--- config.mk ---
export PLATFORM = sky130hd
export DESIGN_NAME = xspace_sel
export DESIGN_NICKNAME = d
export VERILOG_FILES = /design/src/rtl/xspace_pkg.sv /design/src/rtl/xspace_cfg.sv /design/src/rtl/xspace_selgen.sv /design/src/rtl/xspace_pinmux.sv /design/src/rtl/xspace_sel.sv
export SDC_FILE = /design/constraint.sdc
export NUM_CORES = 1
export LEC_CHECK = 0
export CELL_PAD_IN_SITES_DETAIL_PLACEMENT = 0
export CELL_PAD_IN_SITES_GLOBAL_PLACEMENT = 1
export CORE_UTILIZATION = 15
export CTS_BUF_LIST = sky130_fd_sc_hd__clkbuf_8
export CTS_CLUSTER_DIAMETER = 60
export CTS_CLUSTER_SIZE = 40
export DETAILED_ROUTE_END_ITERATION = 10
export GPL_TIMING_DRIVEN = 0
export PLACE_DENSITY = 0.85
export SLEW_MARGIN = 20
export SYNTH_ARGS = -nofsm -noshare
export SYNTH_HDL_FRONTEND = slang
export SYNTH_SLANG_ARGS = --single-unit
--- constraint.sdc ---
create_clock -name clk -period 1.4 [get_ports clk]
set_clock_uncertainty 0.05 [all_clocks]
set_input_delay 0.28 -clock clk [delete_from_list [all_inputs] [get_ports clk]]
set_output_delay 0.28 -clock clk [all_outputs]
set_load 0.05 [all_outputs]
--- src/rtl/xspace_pkg.sv ---
package xspace_pkg;

    localparam int ADDR_W = 8;
    localparam int DATA_W = 8;

    typedef enum logic [1:0] {
        ACC_IDLE  = 2'b00,
        ACC_FETCH = 2'b01,
        ACC_XDATA = 2'b10,
        ACC_STACK = 2'b11
    } acc_kind_t;

    typedef enum logic [1:0] {
        PIN_LATCH = 2'b00,
        PIN_SEL_A = 2'b01,
        PIN_SEL_B = 2'b10,
        PIN_HSHK  = 2'b11
    } pin_mode_t;

    typedef struct packed {
        pin_mode_t pin_mode;
        logic      stack_ext;
    } xcfg_t;

    localparam xcfg_t CFG_RESET = '{pin_mode: PIN_LATCH, stack_ext: 1'b0};

    // Active-low select level for one access.
    function automatic logic sel_level(input acc_kind_t kind, input logic stack_ext);
        case (kind)
            ACC_XDATA: return 1'b0;
            ACC_STACK: return !stack_ext;
            default:   return 1'b1;
        endcase
    endfunction

    function automatic logic mode_carries_sel(input pin_mode_t m);
        return (m == PIN_SEL_A) || (m == PIN_SEL_B);
    endfunction

endpackage

--- src/rtl/xspace_cfg.sv ---
module xspace_cfg
    import xspace_pkg::*;
#(
    parameter int                AW       = ADDR_W,
    parameter int                DW       = DATA_W,
    parameter logic [ADDR_W-1:0] PIN_ADDR = 8'hF7,
    parameter logic [ADDR_W-1:0] STK_ADDR = 8'hF8,
    parameter int                PIN_LSB  = 3,
    parameter int                STK_BIT  = 2
) (
    input  logic          clk,
    input  logic          rst,
    input  logic          wr_en,
    input  logic [AW-1:0] wr_addr,
    input  logic [DW-1:0] wr_data,
    output xcfg_t         cfg
);
    localparam int PIN_MSB = PIN_LSB + 1;

    logic hit_pin;
    logic hit_stk;

    assign hit_pin = wr_en && (wr_addr == AW'(PIN_ADDR));
    assign hit_stk = wr_en && (wr_addr == AW'(STK_ADDR));

    always_ff @(posedge clk) begin
        if (rst) begin
            cfg <= CFG_RESET;
        end else begin
            if (hit_pin) cfg.pin_mode  <= pin_mode_t'(wr_data[PIN_MSB:PIN_LSB]);
            // stored as "external" so the flag's 0 = external sense is inverted once here
            if (hit_stk) cfg.stack_ext <= !wr_data[STK_BIT];
        end
    end
endmodule

--- src/rtl/xspace_selgen.sv ---
module xspace_selgen
    import xspace_pkg::*;
(
    input  acc_kind_t kind,
    input  logic      stack_ext,
    output logic      sel_n
);
    always_comb begin
        sel_n = sel_level(kind, stack_ext);
    end
endmodule

--- src/rtl/xspace_pinmux.sv ---
module xspace_pinmux
    import xspace_pkg::*;
(
    input  pin_mode_t mode,
    input  logic      sel_n,
    input  logic      latch_b4,
    input  logic      hs_drive,
    output logic      pad,
    output logic      hs_own
);
    always_comb begin
        hs_own = 1'b0;
        unique case (mode)
            PIN_LATCH:            pad = latch_b4;
            PIN_SEL_A, PIN_SEL_B: pad = sel_n;
            PIN_HSHK: begin
                pad    = hs_drive;
                hs_own = 1'b1;
            end
            default:              pad = latch_b4;
        endcase
    end
endmodule

--- src/rtl/xspace_sel.sv ---
module xspace_sel
    import xspace_pkg::*;
(
    input  logic              clk,
    input  logic              rst,
    input  logic              wr_en,
    input  logic [ADDR_W-1:0] wr_addr,
    input  logic [DATA_W-1:0] wr_data,
    input  logic [1:0]        acc_kind,
    input  logic              p3_latch_b4,
    input  logic              hs_p34,
    output logic              sel_n,
    output logic              p34_pad,
    output logic              hs_mode
);
    xcfg_t     cfg;
    acc_kind_t kind;

    assign kind = acc_kind_t'(acc_kind);

    xspace_cfg u_cfg (
        .clk     (clk),
        .rst     (rst),
        .wr_en   (wr_en),
        .wr_addr (wr_addr),
        .wr_data (wr_data),
        .cfg     (cfg)
    );

    xspace_selgen u_sel (
        .kind      (kind),
        .stack_ext (cfg.stack_ext),
        .sel_n     (sel_n)
    );

    xspace_pinmux u_mux (
        .mode     (cfg.pin_mode),
        .sel_n    (sel_n),
        .latch_b4 (p3_latch_b4),
        .hs_drive (hs_p34),
        .pad      (p34_pad),
        .hs_own   (hs_mode)
    );
endmodule

==> summary.txt <==
Outcome -> finished, violations left
Violated checks -> setup timing
Power Dens Cells -> 710 nW/um^2
WL per Instance -> 10.1 um
CTS clk-pin slew, worst paths -> 0.03 ns
Layout Cells excl Fill -> 70
Ys Warns -> 0
Critical-path cell list -> inv_2 > ha_4 > o21ai_2 > a31oi_4 > buf_6
Crit-path slowest cell -> dfxtp_4
Placed cell area -> 483 um^2
Gr usage total -> 0.0977
DR vias -> 308
Crit path max fanout -> 3
Final min period -> 1.57 ns
Hold crit path type -> primary input to flip-flop
Pint -> 318 uW
Worst path bufs/invs -> 2
NetSw -> 87.7 uW
Finished Cell Area -> 571 um^2
Netlist cell types -> 17
Largest register FFs -> 3
Syn_nets -> 54
CP startpoint -> u_cfg.cfg[1]
Share of layout cells above drive strength 1 -> 0.473
Core area -> 1370 um^2
Final setup fails -> 2
Nets -> 81
Drt drc -> 0
Largest net degree at the start of global routing -> 6
IO Pins -> 26
CTS tree -> built
Crit path largest cell delay -> 0.35 ns
Initial DRT Pass Iterations -> 4
Sum Neg Setup Slack -> -0.185 ns
CTS Root Cell -> clkbuf_8
Setup ws final -> -0.166 ns
Synth top area share -> 0.261
Starting density of the core -> 0.168
Clock share of power -> 0.606
R2r startpoint -> u_cfg.cfg[1]
Pre-CTS setup slack -> -0.877 ns
CP startpoint kind -> flip-flop
WP data arrival -> 1.24 ns
Syn Inst Count -> 29
FMAX -> 0.639 GHz
Synth top area cells -> dfxtp_1 (26%), nand2b_1 (14%), ha_1 (11%), mux2i_1 (8.7%), inv_1 (8.2%)
Routed Antenna Nets -> 0
Hold Fails Final Rpt -> 0
Die height -> 41.2 um
CTS sink count -> 3
Biggest regs -> u_cfg.cfg x3
Worst-Margin Slew -> 0.302 ns
# hold bufs at CTS -> 0
Most flops, register -> u_cfg.cfg
Slew headroom -> 0.797
Die area -> 1700 um^2
Clk Latency, worst-skew pair -> 0.22 ns
Vias in the first global route -> 272
Worst vdd ir -> 332 uV
Port buffer count -> 20
H-Tree Depth -> 1
Sequential area share after synthesis -> 0.261
Hold Startpoint -> wr_addr[2]
Max-slew violations -> 0
Post-synthesis instance area -> 230 um^2
# rows -> 13
Sequential power share -> 0.204
Syn_area_per_cell -> 7.94 um^2
Iter 0 DRT Violations -> 2
RSZ-0062 raised after global routing -> true
Die width -> 41.2 um
Cell family contributing the most delay on the critical path -> flip-flops
Cells after DPL -> 64
Max Cap Violations -> 0
Maximum clock insertion buffer count -> 2
First-pass GRT wire length -> 1000 um
Switching Share -> 0.216
Total CTS buffers -> 3
DRT Wirelength -> 707 um
DP HPWL -> 492 um
WP data required -> 1.07 ns
Critical Path Sink Type -> output port
Comb pwr share -> 0.190
Initial antenna violation count -> 0
Filler Cell Count -> 145
Grt ovf -> 0
Setup CP Type -> flip-flop to output port
Tcrit/Tclk final -> 1.12
Flip-flop and latch count after synthesis -> 3
GP Congestion -> 0.640
Area delta synth->final -> 148%
Antenna diodes -> 0
Vias per inst -> 4.40
Pleak -> 0.000258 uW
Largest area contributor in the netlist -> dfxtp_1
## worst register-to-register path, cell delays in order (launching register included)
cell and delay (ns):
dfxtp_4 0.35, buf_4 0.13, nand2b_1 0.06, mux2i_1 0.06
## Yosys cell counts
| cell type | number |
|---|---|
| ha_1 | 2 |
| o31ai_1 | 1 |
| o21ai_0 | 1 |
| inv_1 | 5 |
| nand4b_1 | 1 |
| or4_1 | 1 |
| nand4_1 | 1 |
| nand2_1 | 1 |
| dfxtp_1 | 3 |
| nand2b_1 | 5 |
| nor3_1 | 1 |
| or4b_1 | 1 |
| a21oi_1 | 1 |
| mux2i_1 | 2 |
| nor2b_1 | 1 |
| nor2_1 | 1 |
| a31oi_1 | 1 |
## cell families (layout without fill, tap and decap cells)
| family | Yosys count | count (layout) | share of synthesized area |
|---|---|---|---|
| fa+ha+maj | 2 | 2 | 0.109 |
| mux | 2 | 2 | 0.0870 |
| simple gates | 13 | 13 | 0.359 |
| compound gates | 4 | 4 | 0.103 |
| flops | 3 | 3 | 0.261 |
| buf+inv | 5 | 31 | 0.0815 |
## final cells by class
| type | instances | area, um^2 | area share |
|---|---|---|---|
| inverter | 5 | 18.8 | 0.0329 |
| clock buffer | 3 | 41.3 | 0.0724 |
| timing repair buffer | 22 | 201 | 0.353 |
| tap | 15 | 18.8 | 0.0329 |
| multi-input combinational | 21 | 219 | 0.384 |
| clock inverter | 1 | 3.75 | 0.00658 |
| sequential | 3 | 67.6 | 0.118 |
## power groups by stage
| stage | Sequential, uW | Clock [uW] | Combinational [uW] |
|---|---|---|---|
| final | 82.5 | 246 | 77.1 |
| after global routing | 82.5 | 252 | 83.1 |
| after CTS | 84.4 | 250 | 78.1 |
| after detailed placement | 87.4 | 0 | 80.6 |
| after global placement | 87.4 | 0 | 79.9 |
| after floorplan | 87.4 | 0 | 25.0 |
## cell usage in the layout (no fill, tap or decap), drive strengths merged, types with 2 or more instances in the layout
cell type,Yosys,layout
buf,0,9
clkbuf,0,3
clkdlybuf4s50,0,8
dfxtp,3,3
dlymetal6s2s,0,4
ha,2,2
inv,5,6
mux2i,2,2
nand2b,5,5
## through the flow
| stage | hold WS [ns] | utilization | total power, uW |
|---|---|---|---|
| global placement | 0.416 | 0.353 | 167 |
| detailed placement | 0.433 | 0.353 | 168 |
| floorplan | 0.299 | - | 112 |
| CTS | 0.409 | 0.404 | 412 |
| finish | 0.399 | 0.418 | 405 |
| global route | 0.407 | 0.418 | 417 |
## worst paths after layout
check | endpoint | slack [ns] | cells after the start
setup / recovery | p34_pad | -0.17 | 5
hold reg to reg | u_cfg.cfg[0] | 0.49 | 2
setup reg to reg | u_cfg.cfg[1] | 0.64 | 3
hold / removal | u_cfg.cfg[0] | 0.40 | 4
## per-layer routing
metal  part of all wire  global-route usage
met3               0.10              0.0380
met1               0.39              0.0831
met5                  0                   0
met2               0.51               0.168
met4                  0              0.0968
## timing repair
| action | in CTS | in global routing |
|---|---|---|
| endpoints found under the setup margin | 4 | 5 |
| pin swaps | 6 | 3 |
| gates resized for setup | 40 | 10 |
| buffers inserted | 2 | 0 |
(Power assumes the default switching activity.)
